`config.mk`:
```
export PLATFORM = sky130hd
export DESIGN_NAME = cbp_port
export DESIGN_NICKNAME = d
export VERILOG_FILES = /design/src/rtl/cbp_pkg.sv /design/src/rtl/cbp_hold_sel.sv /design/src/rtl/cbp_tx_credit.sv /design/src/rtl/cbp_rx_slots.sv /design/src/rtl/cbp_sat_ctr.sv /design/src/rtl/cbp_port.sv
export SDC_FILE = /design/constraint.sdc
export NUM_CORES = 1
export LEC_CHECK = 0
export ABC_AREA = 0
export BUFFER_PORTS_ARGS = -buffer_cell sky130_fd_sc_hd__buf_4
export CAP_MARGIN = 30
export CORE_MARGIN = 2
export CORE_UTILIZATION = 35
export CTS_CLUSTER_SIZE = 30
export DETAILED_ROUTE_END_ITERATION = 12
export GPL_TIMING_DRIVEN = 0
export SYNTH_ARGS = -nofsm -noshare
export SYNTH_HDL_FRONTEND = slang
export SYNTH_SLANG_ARGS = --single-unit
```
`constraint.sdc`:
```
create_clock -name clk -period 5.9 [get_ports clk]
set_clock_uncertainty 0.1 [all_clocks]
set_input_delay 1.18 -clock clk [delete_from_list [all_inputs] [get_ports clk]]
set_output_delay 1.18 -clock clk [all_outputs]
set_load 0.01 [all_outputs]
```
`src/rtl/cbp_pkg.sv`:
```
package cbp_pkg;
  typedef enum logic {
    POL_GROUP = 1'b0,
    POL_ROLE  = 1'b1
  } hold_policy_e;

  function automatic int unsigned default_hold(input int unsigned ra_ms,
                                               input int unsigned ed_ms,
                                               input int unsigned hops);
    return ((ra_ms - ed_ms) / (hops + 1)) / 2;
  endfunction
endpackage

```
`src/rtl/cbp_hold_sel.sv`:
```
module cbp_hold_sel
  import cbp_pkg::*;
#(
  parameter int unsigned HOLD_W      = 16,
  parameter int unsigned RA_MS       = 10000,
  parameter int unsigned ED_MS       = 2000,
  parameter int unsigned MAX_HOPS    = 7,
  parameter int unsigned MIN_EDGE_MS = 100
) (
  input  logic              is_isl,
  input  logic              group_has_isl,
  input  logic              role_policy,
  input  logic [HOLD_W-1:0] cfg_edge_ms,
  output logic [HOLD_W-1:0] hold_ms
);
  localparam int unsigned DEF_MS = default_hold(RA_MS, ED_MS, MAX_HOPS);
  localparam logic [HOLD_W-1:0] DEF_V = HOLD_W'(DEF_MS);
  localparam logic [HOLD_W-1:0] MIN_V = HOLD_W'(MIN_EDGE_MS);

  hold_policy_e pol;
  logic         use_def;
  logic [HOLD_W-1:0] edge_v;

  always_comb begin
    pol     = hold_policy_e'(role_policy);
    use_def = is_isl || ((pol == POL_GROUP) && group_has_isl);
    if (cfg_edge_ms < MIN_V)      edge_v = MIN_V;
    else if (cfg_edge_ms > DEF_V) edge_v = DEF_V;
    else                          edge_v = cfg_edge_ms;
    hold_ms = use_def ? DEF_V : edge_v;
  end

  // the effective hold always lies inside the clamp window
  always_comb begin
    p_hold_window_r9: assert (hold_ms >= MIN_V && hold_ms <= DEF_V);
  end
endmodule

```
`src/rtl/cbp_tx_credit.sv`:
```
module cbp_tx_credit #(
  parameter int unsigned CRED_W = 8
) (
  input  logic              clk,
  input  logic              rst_n,
  input  logic              login_vld,
  input  logic [CRED_W-1:0] peer_bufs,
  input  logic              tx_req,
  input  logic              rdy_in,
  output logic              tx_allow,
  output logic [CRED_W-1:0] credit,
  output logic              proto_err,
  output logic              logged_in,
  output logic              at_zero
);
  logic [CRED_W-1:0] cred_q, cred_d, cmax_q, cmax_d;
  logic              log_q, log_d, err_q, err_d;
  logic              send, rdy_ok;

  always_comb begin
    send   = tx_req && (cred_q != '0);
    rdy_ok = rdy_in && log_q && (cred_q != cmax_q);
    err_d  = rdy_in && !login_vld && !rdy_ok;
    cmax_d = cmax_q;
    log_d  = log_q;
    cred_d = cred_q;
    if (login_vld) begin
      cmax_d = peer_bufs;
      cred_d = peer_bufs;
      log_d  = 1'b1;
    end else begin
      if (send && !rdy_ok)      cred_d = cred_q - 1'b1;
      else if (rdy_ok && !send) cred_d = cred_q + 1'b1;
    end
  end

  always_ff @(posedge clk or negedge rst_n) begin
    if (!rst_n) begin
      cred_q <= '0;
      cmax_q <= '0;
      log_q  <= 1'b0;
      err_q  <= 1'b0;
    end else begin
      cred_q <= cred_d;
      cmax_q <= cmax_d;
      log_q  <= log_d;
      err_q  <= err_d;
    end
  end

  assign tx_allow  = (cred_q != '0);
  assign credit    = cred_q;
  assign proto_err = err_q;
  assign logged_in = log_q;
  assign at_zero   = log_q && (cred_q == '0);

  p_credit_ceiling_r4: assert property (@(posedge clk) disable iff (!rst_n)
    cred_q <= cmax_q);

  p_hold_at_zero_r2: assert property (@(posedge clk) disable iff (!rst_n)
    (cred_q == '0 && !rdy_in && !login_vld) |=> (cred_q == '0));

  p_excess_ready_r4: assert property (@(posedge clk) disable iff (!rst_n)
    (log_q && cred_q == cmax_q && rdy_in && !tx_req && !login_vld)
      |=> ($stable(cred_q) && err_q));
endmodule

```
`src/rtl/cbp_rx_slots.sv`:
```
module cbp_rx_slots #(
  parameter int unsigned NSLOT  = 4,
  parameter int unsigned HOLD_W = 16,
  parameter int unsigned SLOT_W = (NSLOT > 1) ? $clog2(NSLOT) : 1,
  parameter int unsigned CNT_W  = $clog2(NSLOT + 1)
) (
  input  logic              clk,
  input  logic              rst_n,
  input  logic              rx_frame,
  input  logic              fwd_vld,
  input  logic [SLOT_W-1:0] fwd_slot,
  input  logic              tick_ms,
  input  logic [HOLD_W-1:0] hold_ms,
  output logic [NSLOT-1:0]  slot_busy,
  output logic [CNT_W-1:0]  free_cnt,
  output logic [CNT_W-1:0]  drop_cnt
);
  logic [NSLOT-1:0]  busy_q, busy_d, alloc, expire, fwd_hit, freed, dropped;
  logic [HOLD_W-1:0] age_q [NSLOT];
  logic [HOLD_W-1:0] age_d [NSLOT];
  logic              found;

  always_comb begin
    alloc = '0;
    found = 1'b0;
    for (int i = 0; i < NSLOT; i++) begin
      if (rx_frame && !busy_q[i] && !found) begin
        alloc[i] = 1'b1;
        found    = 1'b1;
      end
    end
  end

  for (genvar g = 0; g < NSLOT; g++) begin : g_slot
    always_comb begin
      expire[g]  = busy_q[g] && tick_ms &&
                   ({1'b0, age_q[g]} + 1'b1 >= {1'b0, hold_ms});
      fwd_hit[g] = fwd_vld && (fwd_slot == SLOT_W'(g)) && busy_q[g];
      freed[g]   = expire[g] || fwd_hit[g];
      dropped[g] = expire[g] && !fwd_hit[g];
      if (alloc[g])
        age_d[g] = '0;
      else if (busy_q[g] && tick_ms && !freed[g])
        age_d[g] = age_q[g] + 1'b1;
      else
        age_d[g] = age_q[g];
    end

    always_ff @(posedge clk or negedge rst_n) begin
      if (!rst_n)
        age_q[g] <= '0;
      else if (alloc[g] || (busy_q[g] && tick_ms))
        age_q[g] <= age_d[g];
    end

    p_age_below_hold_r7: assert property (@(posedge clk) disable iff (!rst_n)
      (busy_q[g] && tick_ms && age_q[g] + 1'b1 >= hold_ms) |=> !busy_q[g]);
  end

  always_comb begin
    busy_d   = (busy_q & ~freed) | alloc;
    free_cnt = CNT_W'($countones(freed));
    drop_cnt = CNT_W'($countones(dropped));
  end

  always_ff @(posedge clk or negedge rst_n) begin
    if (!rst_n) busy_q <= '0;
    else        busy_q <= busy_d;
  end

  assign slot_busy = busy_q;

  p_full_ignores_r5: assert property (@(posedge clk) disable iff (!rst_n)
    (&busy_q && !fwd_vld && !tick_ms) |=> (&busy_q));

  p_one_alloc_r5: assert property (@(posedge clk) disable iff (!rst_n)
    $onehot0(alloc));
endmodule

```
`src/rtl/cbp_sat_ctr.sv`:
```
module cbp_sat_ctr #(
  parameter int unsigned W     = 32,
  parameter int unsigned INC_W = 3
) (
  input  logic             clk,
  input  logic             rst_n,
  input  logic [INC_W-1:0] inc,
  output logic [W-1:0]     count
);
  localparam logic [W:0] TOP = {1'b0, {W{1'b1}}};
  logic [W-1:0] cnt_q, cnt_d;
  logic [W:0]   sum;

  always_comb begin
    sum   = {1'b0, cnt_q} + (W + 1)'(inc);
    cnt_d = (sum > TOP) ? {W{1'b1}} : sum[W-1:0];
  end

  always_ff @(posedge clk or negedge rst_n) begin
    if (!rst_n)          cnt_q <= '0;
    else if (inc != '0)  cnt_q <= cnt_d;
  end

  assign count = cnt_q;

  p_no_wrap_r12: assert property (@(posedge clk) disable iff (!rst_n)
    (&cnt_q) |=> (&cnt_q));
endmodule

```
`src/rtl/cbp_port.sv`:
```
module cbp_port
  import cbp_pkg::*;
#(
  parameter int unsigned CRED_W      = 8,
  parameter int unsigned NSLOT       = 4,
  parameter int unsigned HOLD_W      = 16,
  parameter int unsigned STAT_W      = 32,
  parameter int unsigned RA_MS       = 10000,
  parameter int unsigned ED_MS       = 2000,
  parameter int unsigned MAX_HOPS    = 7,
  parameter int unsigned MIN_EDGE_MS = 100,
  parameter int unsigned SLOT_W      = (NSLOT > 1) ? $clog2(NSLOT) : 1
) (
  input  logic              clk,
  input  logic              rst_n,
  input  logic              login_vld,
  input  logic [CRED_W-1:0] peer_bufs,
  input  logic              tx_req,
  output logic              tx_allow,
  input  logic              rdy_in,
  output logic [CRED_W-1:0] credit,
  output logic              proto_err,
  input  logic              rx_frame,
  input  logic              fwd_vld,
  input  logic [SLOT_W-1:0] fwd_slot,
  output logic [NSLOT-1:0]  slot_busy,
  input  logic              tick_ms,
  input  logic              is_isl,
  input  logic              group_has_isl,
  input  logic              role_policy,
  input  logic [HOLD_W-1:0] cfg_edge_ms,
  output logic [HOLD_W-1:0] hold_ms,
  output logic              discard,
  output logic              rdy_out,
  output logic [STAT_W-1:0] zero_cnt,
  output logic [STAT_W-1:0] discard_cnt
);
  localparam int unsigned CNT_W  = $clog2(NSLOT + 1);
  localparam int unsigned PEND_W = $clog2(4 * NSLOT + 4);

  logic             logged_in, at_zero;
  logic [CNT_W-1:0] free_cnt, drop_cnt;
  logic [PEND_W-1:0] pend_q, pend_d;
  logic [PEND_W:0]   pend_sum;
  logic             disc_q;

  cbp_hold_sel #(
    .HOLD_W(HOLD_W), .RA_MS(RA_MS), .ED_MS(ED_MS),
    .MAX_HOPS(MAX_HOPS), .MIN_EDGE_MS(MIN_EDGE_MS)
  ) u_hold (
    .is_isl(is_isl), .group_has_isl(group_has_isl),
    .role_policy(role_policy), .cfg_edge_ms(cfg_edge_ms), .hold_ms(hold_ms)
  );

  cbp_tx_credit #(.CRED_W(CRED_W)) u_tx (
    .clk(clk), .rst_n(rst_n), .login_vld(login_vld), .peer_bufs(peer_bufs),
    .tx_req(tx_req), .rdy_in(rdy_in), .tx_allow(tx_allow), .credit(credit),
    .proto_err(proto_err), .logged_in(logged_in), .at_zero(at_zero)
  );

  cbp_rx_slots #(.NSLOT(NSLOT), .HOLD_W(HOLD_W), .SLOT_W(SLOT_W), .CNT_W(CNT_W)) u_rx (
    .clk(clk), .rst_n(rst_n), .rx_frame(rx_frame), .fwd_vld(fwd_vld),
    .fwd_slot(fwd_slot), .tick_ms(tick_ms), .hold_ms(hold_ms),
    .slot_busy(slot_busy), .free_cnt(free_cnt), .drop_cnt(drop_cnt)
  );

  cbp_sat_ctr #(.W(STAT_W), .INC_W(1)) u_zero (
    .clk(clk), .rst_n(rst_n), .inc(at_zero), .count(zero_cnt)
  );

  cbp_sat_ctr #(.W(STAT_W), .INC_W(CNT_W)) u_disc (
    .clk(clk), .rst_n(rst_n), .inc(drop_cnt), .count(discard_cnt)
  );

  // pending ready primitives: one leaves per cycle, every freed slot adds one
  always_comb begin
    pend_sum = {1'b0, pend_q} + (PEND_W + 1)'(free_cnt) - (PEND_W + 1)'(pend_q != '0);
    pend_d   = pend_sum[PEND_W] ? {PEND_W{1'b1}} : pend_sum[PEND_W-1:0];
  end

  always_ff @(posedge clk or negedge rst_n) begin
    if (!rst_n) begin
      pend_q <= '0;
      disc_q <= 1'b0;
    end else begin
      pend_q <= pend_d;
      disc_q <= (drop_cnt != '0);
    end
  end

  assign rdy_out = (pend_q != '0);
  assign discard = disc_q;

  p_free_queues_ready_r11: assert property (@(posedge clk) disable iff (!rst_n)
    (free_cnt != '0) |=> rdy_out);

  p_drop_flags_r7: assert property (@(posedge clk) disable iff (!rst_n)
    (drop_cnt != '0) |=> (discard && rdy_out));
endmodule

```
==> flow_summary.json, run 1 <==
{
  "status": "finished, violations left",
  "violations": "negative setup slack",
  "ioPinCount": 133,
  "setup_tns_ns": -19.13,
  "grt-ovfl-total": 0,
  "die_area_sq_um": 32630,
  "syn_area_sq_um": 10920,
  "cp_top_family": "simple AND/OR/NAND/NOR gates",
  "start_util_pct": 35.61,
  "synth_cell_types": 80,
  "grt_pass1_vias": 9261,
  "fp.dieH_um": 180.6,
  "whs_ns": 0.4194,
  "critPathKind": "input pin to flip-flop",
  "antenna_found_initial": 0,
  "cp.buffers_inverters": 4,
  "cap_violations": 0,
  "cp.arrival_ns": 6.72,
  "drcViolationCount": 0,
  "drt-met1-wl_um": 13160,
  "synth.most_common_cell": "dfrtp_1",
  "core_area_sq_um": 30670,
  "rrSetupSlack_ns": -0.16,
  "p_per_area_nw_per_um2": 255.0,
  "numClockSinks": 156,
  "syn-instance-count": 1157,
  "fin_nets": 1513,
  "finalSetupViolations": 37,
  "cp_data_required_time_ns": 6.11,
  "grt_max_degree": 94,
  "totalWireLength_um": 28140,
  "grt_pass1_wl_um": 47230,
  "maxSlewViolCount": 0,
  "synth-warning-count": 0,
  "hp-start": "u_zero.count[0]",
  "placementRows": 64,
  "rsz0062_at_grt": "yes",
  "yosysTopAreaCell": "dfrtp_1",
  "h-tree-depth": 4,
  "cp_slowest_stage_delay_ns": 0.53,
  "worstMarginPinSlew_ns": 0.6155,
  "start_kind": "input pin",
  "endpoint_kind": "flip-flop",
  "critPathMostFrequentCell": "ha_4",
  "path_max_fanout": 5,
  "hp-class": "flip-flop to flip-flop",
  "hold_buffers": 0,
  "antenna_cells": 0,
  "max_freq_ghz": 0.1536,
  "min_path_cells": 2,
  "synth_common_cells": "dfrtp_1, nand2_1, ha_1, nand3_1, xnor2_1",
  "synth_top_area_share_pct": 35.75,
  "synth_area_leaders": "dfrtp_1, ha_1, xnor2_1, nand2_1, xor2_1",
  "wl_met3_um": 652,
  "wl_per_cell_um": 15.74,
  "cts_buffers": 17,
  "vias_per_cell": 5.200,
  "clk_pin_slew_ns": 0.07,
  "areaGrowthSynthToFinish_pct": 30.32,
  "ys_ff_latch": 156,
  "hold_viol_final": 0,
  "vias": 9298,
  "met2_length_um": 13680,
  "cts_tree": "yes",
  "fin_area_sq_um": 14230,
  "async_flop_share_pct": 100.0,
  "top_layer": "met4",
  "ctsLongestPathBuffers": 2,
  "drtIter0Drc": 366,
  "portBuffers": 124,
  "rr_startpoint": "u_rx.age_q[48]",
  "ir_drop_mv": 0.1868,
  "synth_edf_count": 0,
  "avgSynthCellArea_sq_um": 9.439,
  "dr.pass1.iters": 5,
  "drive_gt1_share_pct": 29.17,
  "leakage_uw": 0.007102,
  "cp_slowest_cell": "or4_4",
  "ys.flop_type": "dfrtp_1",
  "maxSlewHeadroom_pct": 58.66,
  "track_usage_pct": 17.63,
  "placed_area_sq_um": 12670,
  "fp.dieW_um": 180.6,
  "reg2reg_depth": 26,
  "whs_endpoint": "u_zero.count[0]",
  "gp_congestion": 0.8307,
  "yosysSeqAreaShare_pct": 35.75,
  "clk_latency_ns": 0.45,
  "ant_nets": 0,
  "r2r-end": "pend_q[3]",
  "final.period_utilization_pct": 110.4,
  "worst_slack_ns": -0.6115,
  "cts.root.buffer_cell": "clkbuf_16",
  "hpwl_um": 20190,
  "fin_crit_ns": 6.512
}
-- sequential cells by signal, indices dropped and copies added (netlist names) --
| name | cells |
|---|---|
| u_tx.cmax_q | 8 |
| discard | 1 |
| u_tx.proto_err | 1 |
| u_rx.age_q | 64 |
| u_tx.logged_in | 1 |
| u_tx.credit | 8 |
| pend_q | 5 |
| u_zero.count | 32 |
| u_rx.slot_busy | 4 |
| u_disc.count | 32 |
-- cell type report --
class | count | area, sq um
Fill cell | 2912 | 16440
Buffer | 36 | 236.5
Clock buffer | 19 | 452.9
Inverter | 51 | 205.2
Clock inverter | 13 | 180.2
Sequential cell | 156 | 3904
Multi-Input combinational cell | 943 | 7358
Tap cell | 396 | 495.5
Timing Repair Buffer | 174 | 1399
-- through the flow --
stage | power [uW] | setup WS [ns] | instances | util (%)
after floorplan | 1988 | -0.9934 | 1190 | -
after global placement | 2281 | -2.115 | 1710 | 41.18
after detailed placement | 2309 | -2.161 | 1712 | 41.31
after CTS | 3639 | -0.6081 | 1775 | 45.54
after global routing | 3859 | -0.8579 | 1788 | 46.40
final | 3630 | -0.6115 | 1788 | 46.40
-- tightest hold or removal path, stage by stage, from the launching register on --
cell and delay (ns):
dfrtp_1 0.38, nand2_1 0.06, nand2_1 0.05
-- layout by cell type (no fill, tap or decap), types with 23 or more instances in the layout --
master   synthesis  layout
nor2_1          47      41
a21oi_1         45      37
nand4_1         34      34
xor2_1          47      47
inv_1           50      45
xnor2_1         54      51
and3_1          44      42
nand2_1        125     104
ha_1            92      77
a21o_1          23      23
nand3_1         82      75
buf_4            8     164
dfrtp_1        156     156
conb_1           2      35
o21ai_0         33      26
-- worst max-delay path by stage --
stage,from,to,slack [ns],depth (start not counted)
final,cfg_edge_ms[13],pend_q[3],-0.61,28
after global routing,cfg_edge_ms[13],pend_q[0],-0.86,28
after CTS,cfg_edge_ms[13],pend_q[4],-0.61,27
after detailed placement,cfg_edge_ms[13],pend_q[4],-2.16,26
after global placement,cfg_edge_ms[13],pend_q[1],-2.11,26
after floorplan,cfg_edge_ms[13],pend_q[0],-0.99,28
-- logic make-up (layout without fill, tap and decap cells) --
group                    Yosys count  in the layout  share of synthesized area [%]
multiplexers                      43             43                          4.480
AND/OR/NAND/NOR                  462            462                          23.57
adder cells (fa/ha/maj)           97             97                          11.46
other                              2             35                        0.06877
buffers and inverters             91            293                          3.609
XOR/XNOR                         101            101                          8.100
AO/OA/AOI/OAI                    205            205                          12.97
flip-flops                       156            156                          35.75
-- power by group --
group	internal [uW]	switching (uW)	total, uW
registers	1180	144	1320
logic	523	575	1100
clock network	700	511	1210
-- routing by layer --
layer / global-route usage (%) / vias up
met5: 0 / -
met4: 6.935 / 0
met3: 2.385 / 39
met2: 29.14 / 128
met1: 23.35 / 4545
li1: - / 4586
-- what timing repair did --
| action | 4_1_cts | 5_1_grt |
|---|---|---|
| pin swaps | 49 | 33 |
| gates cloned | 2 | 0 |
| gates resized for setup | 92 | 37 |
| setup buffers | 32 | 16 |
| setup endpoints to repair | 38 | 37 |
(Power assumes the default switching activity.)
==> inputs of run 2 (changes only) <==
--- a/config.mk
+++ b/config.mk
@@ -8,11 +8,13 @@
 export ABC_AREA = 0
 export BUFFER_PORTS_ARGS = -buffer_cell sky130_fd_sc_hd__buf_4
 export CAP_MARGIN = 30
-export CORE_MARGIN = 2
-export CORE_UTILIZATION = 35
+export CORE_MARGIN = 4
+export CORE_UTILIZATION = 54
 export CTS_CLUSTER_SIZE = 30
 export DETAILED_ROUTE_END_ITERATION = 12
+export GPL_ROUTABILITY_DRIVEN = 0
 export GPL_TIMING_DRIVEN = 0
+export PLACE_DENSITY = 0.78
 export SYNTH_ARGS = -nofsm -noshare
 export SYNTH_HDL_FRONTEND = slang
 export SYNTH_SLANG_ARGS = --single-unit
==> flow_summary.json, run 2 (synthesis gave the netlist of run 1 again) <==
{
  "status": "finished, violations left",
  "violations": "negative setup slack",
  "rrSetupSlack_ns": -0.05,
  "p_comb_share_pct": 30.4,
  "ctsLongestPathBuffers": 2,
  "cp_slowest_stage_delay_ns": 0.53,
  "nFillCells": 1460,
  "numClockSinks": 156,
  "p_per_area_nw_per_um2": 248.1,
  "grt-ovfl-total": 0,
  "drtIter0Drc": 530,
  "clk_pin_slew_ns": 0.07,
  "grt_pass1_wl_um": 45590,
  "top_register": "u_rx.age_q",
  "wl_per_cell_um": 16.88,
  "power.switching_uw": 1225,
  "totalWireLength_um": 28000,
  "cp_top_family": "simple AND/OR/NAND/NOR gates",
  "cts.root.buffer_cell": "clkbuf_16",
  "layout_common_cells": "buf_4, dfrtp_1, nand2_1, ha_1, nand3_1",
  "critPathKind": "input pin to flip-flop",
  "critPathMostFrequentCell": "ha_4",
  "hpwl_um": 19420,
  "whs_ns": 0.4234,
  "clk_latency_ns": 0.43,
  "areaGrowthSynthToFinish_pct": 29.01,
  "cp_data_required_time_ns": 6.10,
  "maxSlewViolCount": 0,
  "die_area_sq_um": 22560,
  "hp-start": "u_zero.count[0]",
  "rr_startpoint": "u_rx.age_q[48]",
  "power.internal_uw": 2270,
  "hp-class": "flip-flop to flip-flop",
  "start_util_pct": 55.56,
  "worstMarginPinSlew_ns": 0.9802,
  "largest_reg_flops": 64,
  "ioPinCount": 133,
  "placementRows": 51,
  "dp_cells": 1580,
  "ir_drop_mv": 0.2430,
  "register_area_sq_um": 3904,
  "pwr-share-seq_pct": 37.9,
  "drive_gt1_share_pct": 29.63,
  "cts_tree": "yes",
  "dr.pass1.iters": 5,
  "portBuffers": 124,
  "cp.arrival_ns": 6.90,
  "core_area_sq_um": 19650,
  "vias_per_cell": 5.734,
  "path_max_fanout": 5,
  "track_usage_pct": 24.85,
  "multi_input_area_sq_um": 7375,
  "cp_slowest_cell": "or4_4",
  "final.period_utilization_pct": 113.5,
  "fp.dieW_um": 150.2,
  "h-tree-depth": 4,
  "max_freq_ghz": 0.1493,
  "grt_max_degree": 88,
  "ant_nets": 0,
  "start_kind": "input pin",
  "p_sw_share_pct": 35.05,
  "hold_viol_final": 0,
  "vias": 9512,
  "antenna_found_initial": 0,
  "layout_commonest_cell": "buf_4",
  "cap_violations": 0,
  "cts_buffers": 17,
  "worst_slack_ns": -0.7969,
  "antenna_cells": 0,
  "grt_pass1_vias": 9401,
  "finalSetupViolations": 37,
  "endpoint_kind": "flip-flop",
  "fin_nets": 1515,
  "cp.buffers_inverters": 4,
  "fin_crit_ns": 6.697,
  "power.share.clock_pct": 31.7,
  "maxSlewHeadroom_pct": 32.97,
  "fp.dieH_um": 150.2,
  "leakage_uw": 0.007102,
  "critPathLaunch": "cfg_edge_ms[12]",
  "rsz0062_at_grt": "yes",
  "stdcell_count": 1659,
  "drcViolationCount": 0
}
==> run 2: changes by cell type in the layout (fill, tap and decap cells not counted), sizes merged <==
cell	before	now
bufinv	3	1
inv	54	57
buf	193	196
clkbuf	36	34
==> run 2: metal layers <==
metal	share of wire [%]	up-vias	track usage, %
met2	50	232	43.19
li1	-	4589	-
met3	5.1	57	4.636
met5	0	-	0
met4	2.5	0	7.411
met1	43	4634	31.62
==> run 2: final timing paths <==
check	endpoint	depth (start not counted)
max in group asynchronous	u_disc.count[5]	2
worst min-delay path	u_zero.count[0]	2
worst max register to register	pend_q[2]	26
worst max-delay path	pend_q[2]	28
worst min register to register	u_zero.count[0]	2
min in group asynchronous	pend_q[3]	1
==> run 2: repair_timing <==
action / 4_1_cts / 5_1_grt
gates resized for setup: 89 / 40
hold endpoints to repair: 0 / 0
hold buffers: 0 / 0
buffers inserted: 36 / 13
cloned: 2 / 0
pin swaps: 58 / 44
endpoints found under the setup margin: 38 / 38
==> run 2: stage by stage <==
step                power [uW]  setup slack [ns]  area (sq um)  setup TNS [ns]  utilization (%)
floorplan                 1988           -0.9934         11200          -31.53                -
global placement          2255            -2.045         12470          -69.18            63.43
detailed placement        2307            -2.181         12500          -72.26            63.60
CTS                       3469           -0.7236         13780          -20.45            70.14
global route              3686            -1.018         14090          -31.31            71.68
finish                    3495           -0.7969         14090          -24.65            71.68
==> run 2: power groups by stage <==
stage / clock network [uW] / registers (uW) / logic (uW)
2_1_floorplan: 0 / 1310 / 674
3_3_place_gp: 0 / 1330 / 928
3_5_place_dp: 0 / 1330 / 974
4_1_cts: 1120 / 1320 / 1030
5_1_grt: 1170 / 1340 / 1180
6_report: 1110 / 1320 / 1060
==> run 2: worst reg2reg max path: cells and delay by family, from the launching register on <==
family	cells	cell delay (ns)
adders and majority gates	7	1.88
xor gates and xnor gates	2	0.36
DFF	1	0.42
and+or+nand+nor	9	2.12
AOI/OAI and AO/OA	6	0.89
buffers and inverters	2	0.08
==> run 2: final cells by class <==
cell class	instances	area share (%)
buffer	36	1.732
clock buffer	18	3.046
clock inverter	14	1.092
inverter	51	1.474
multi-input combinational	943	52.34
sequential	156	27.71
tap	265	2.353
timing repair buffer	176	10.25
==> inputs of run 3 (changes only) <==
--- a/config.mk
+++ b/config.mk
@@ -8,13 +8,13 @@
 export ABC_AREA = 0
 export BUFFER_PORTS_ARGS = -buffer_cell sky130_fd_sc_hd__buf_4
 export CAP_MARGIN = 30
-export CORE_MARGIN = 4
 export CORE_UTILIZATION = 54
 export CTS_CLUSTER_SIZE = 30
 export DETAILED_ROUTE_END_ITERATION = 12
 export GPL_ROUTABILITY_DRIVEN = 0
 export GPL_TIMING_DRIVEN = 0
-export PLACE_DENSITY = 0.78
+export PLACE_DENSITY = 0.77
 export SYNTH_ARGS = -nofsm -noshare
 export SYNTH_HDL_FRONTEND = slang
+export SYNTH_HIERARCHICAL = 1
 export SYNTH_SLANG_ARGS = --single-unit
==> flow_summary.json, run 3 <==
{
  "status": "finished, violations left",
  "violations": "negative setup slack",
  "drive_gt1_share_pct": 28.46,
  "drcViolationCount": 0,
  "hp-class": "flip-flop to flip-flop",
  "p_per_area_nw_per_um2": 246.9,
  "dp_cells": 1683,
  "synth-warning-count": 6,
  "vias": 10468,
  "r2r-end": "pend_q[0]",
  "synth_cell_types": 98,
  "cp.arrival_ns": 6.20,
  "reg2reg_depth": 23,
  "rr_startpoint": "u_rx/age_q[32]",
  "final.period_utilization_pct": 101.5,
  "synth.most_common_cell": "dfrtp_1",
  "worstMarginPinSlew_ns": 0.7056,
  "fin_area_sq_um": 14570,
  "synth_common_cells": "dfrtp_1, nand2_1, ha_1, nand3_1, inv_1",
  "yosysSeqAreaShare_pct": 33.32,
  "grt-ovfl-total": 0,
  "start_util_pct": 55.39,
  "syn_area_sq_um": 11720,
  "leakage_uw": 0.007026,
  "hold_viol_final": 0,
  "avgSynthCellArea_sq_um": 9.182,
  "cap_violations": 0,
  "dr.pass1.iters": 5,
  "layout_commonest_cell": "buf_4",
  "maxSlewViolCount": 0,
  "whs_endpoint": "u_zero/count[26]",
  "antenna_cells": 0,
  "die_area_sq_um": 22290,
  "h-tree-depth": 4,
  "ir_drop_mv": 0.2317,
  "portBuffers": 125,
  "antenna_found_initial": 0,
  "grt_pass1_wl_um": 50130,
  "ys.flop_type": "dfrtp_1",
  "yosysTopAreaCell": "dfrtp_1",
  "path_max_fanout": 6,
  "max_freq_ghz": 0.1670,
  "ioPinCount": 133,
  "async_flop_share_pct": 100.0,
  "critPathKind": "input pin to flip-flop",
  "top_register": "u_rx/age_q",
  "clk_latency_ns": 0.42,
  "largest_reg_flops": 64,
  "ys_ff_latch": 156,
  "rsz0062_at_grt": "yes",
  "synth_edf_count": 0,
  "synth_top_area_share_pct": 33.32,
  "ant_nets": 0,
  "fp.dieW_um": 149.3,
  "nFillCells": 1631,
  "cts.root.buffer_cell": "clkbuf_16",
  "fin_crit_ns": 5.989,
  "fin_nets": 1587,
  "whs_ns": 0.4481,
  "vias_per_cell": 5.992,
  "totalWireLength_um": 30910,
  "hold_buffers": 0,
  "worst_slack_ns": -0.08854,
  "grt_pass1_vias": 10069,
  "place_ws_ns": -0.7226,
  "cts_buffers": 17,
  "hp-start": "u_zero/count[26]",
  "rrSetupSlack_ns": 0.20,
  "syn-instance-count": 1276,
  "min_path_cells": 1,
  "ctsLongestPathBuffers": 2,
  "areaGrowthSynthToFinish_pct": 24.38,
  "power_uw": 3598,
  "endpoint_kind": "flip-flop",
  "cts_tree": "yes",
  "fp.dieH_um": 149.3,
  "numClockSinks": 156,
  "track_usage_pct": 28.21,
  "stdcell_count": 1747,
  "finalSetupViolations": 20,
  "placed_area_sq_um": 13270,
  "drtIter0Drc": 695,
  "cp_data_required_time_ns": 6.12,
  "wl_per_cell_um": 17.69,
  "layout_common_cells": "buf_4, dfrtp_1, nand2_1, nand3_1, ha_1",
  "grt_max_degree": 91,
  "core_area_sq_um": 21150,
  "synth_area_leaders": "dfrtp_1, ha_1, nand2_1, xnor2_1, nand3_1",
  "hpwl_um": 21410,
  "placementRows": 53,
  "clk_pin_slew_ns": 0.07,
  "maxSlewHeadroom_pct": 52.53,
  "start_kind": "input pin"
}
## run 3: cell types whose count changed after synthesis, sizes merged, moves of 10 or more
cell	before	now
nor4	13	24
nand2	125	151
nor3	14	28
mux2	29	41
or4	5	16
and2	25	41
a211oi	11	21
inv	50	67
a21oi	47	29
xor2	47	22
buf	19	29
## run 3: final cells by class
| cell class | instances | area [sq um] | share of cell area [%] |
|---|---|---|---|
| multi-input cells | 1004 | 7782 | 53.40 |
| flip-flops and latches | 156 | 3904 | 26.79 |
| repair buffers | 160 | 1305 | 8.955 |
| clock buffers | 19 | 442.9 | 3.039 |
| plain buffers | 53 | 354.1 | 2.430 |
| well taps | 275 | 344.1 | 2.361 |
| inverters | 67 | 284.0 | 1.949 |
| clock inverters | 13 | 156.4 | 1.073 |
## run 3: logic make-up (layout without fill, tap and decap cells)
group | count (synthesis) | after routing | synth area share, %
other | 1 | 7 | 0.03201
AND/OR/NAND/NOR | 553 | 553 | 26.47
adder cells (fa/ha/maj) | 91 | 91 | 9.974
buffers and inverters | 122 | 312 | 5.030
XOR/XNOR | 82 | 82 | 6.247
AO/OA/AOI/OAI | 219 | 219 | 13.72
flip-flops | 156 | 156 | 33.32
multiplexers | 52 | 52 | 5.201
## run 3: timing repair
action                                  CTS  global route
pin swaps                                26            44
cloned                                    0             1
gates resized for setup                  52            44
endpoints found under the setup margin   36            36
buffers inserted                         27             6
## run 3: worst max-delay path: stages
cell and delay [ns]:
buf_6 0.10, nor4_4 0.31, o2111a_2 0.38, and3_4 0.26, inv_8 0.04, ha_4 0.26, and3_4 0.18, o21ai_2 0.05
a311oi_2 0.27, or4_4 0.21, a21boi_4 0.07, or3_4 0.37, fa_2 0.56, inv_2 0.05, ha_4 0.15, ha_4 0.26
inv_2 0.04, fa_2 0.37, and2b_2 0.25, buf_4 0.14, o2111ai_4 0.20, nor4_4 0.25, xnor2_1 0.22, nand2_4 0.06
## run 3: worst max path at each step
stage	start	to	slack (ns)	depth (start not counted)
floorplan	cfg_edge_ms[11]	pend_q[0]	-0.06	22
global placement	cfg_edge_ms[11]	pend_q[0]	-0.67	24
detailed placement	cfg_edge_ms[11]	pend_q[0]	-0.72	24
CTS	cfg_edge_ms[4]	u_disc/count[3]	-0.06	26
global route	cfg_edge_ms[11]	u_disc/count[7]	-0.25	25
finish	cfg_edge_ms[11]	u_disc/count[16]	-0.09	24
## run 3: layer usage
| layer | part of all wire [%] | track usage [%] | wire [um] | up-vias |
|---|---|---|---|---|
| met3 | 4.9 | 4.037 | 1526 | 53 |
| met5 | 0 | 0 | 0 | - |
| met1 | 43 | 37.68 | 13420 | 5097 |
| met2 | 49 | 47.42 | 15290 | 319 |
| met4 | 2.1 | 8.010 | 661 | 0 |
| li1 | - | - | - | 4999 |
## run 3: report_power, final
part	total, uW	internal [uW]	leakage (uW)	switching [uW]
registers	1270	1160	0.00209	107
logic	1200	541	0.00464	657
clock network	1130	647	0.000292	485
## run 3: metrics by stage
step | TNS (ns) | util (%)
2_1_floorplan | -0.05640 | -
3_3_place_gp | -21.78 | 62.57
3_5_place_dp | -21.45 | 62.74
4_1_cts | -0.7475 | 67.70
5_1_grt | -6.269 | 68.89
6_report | -1.254 | 68.89
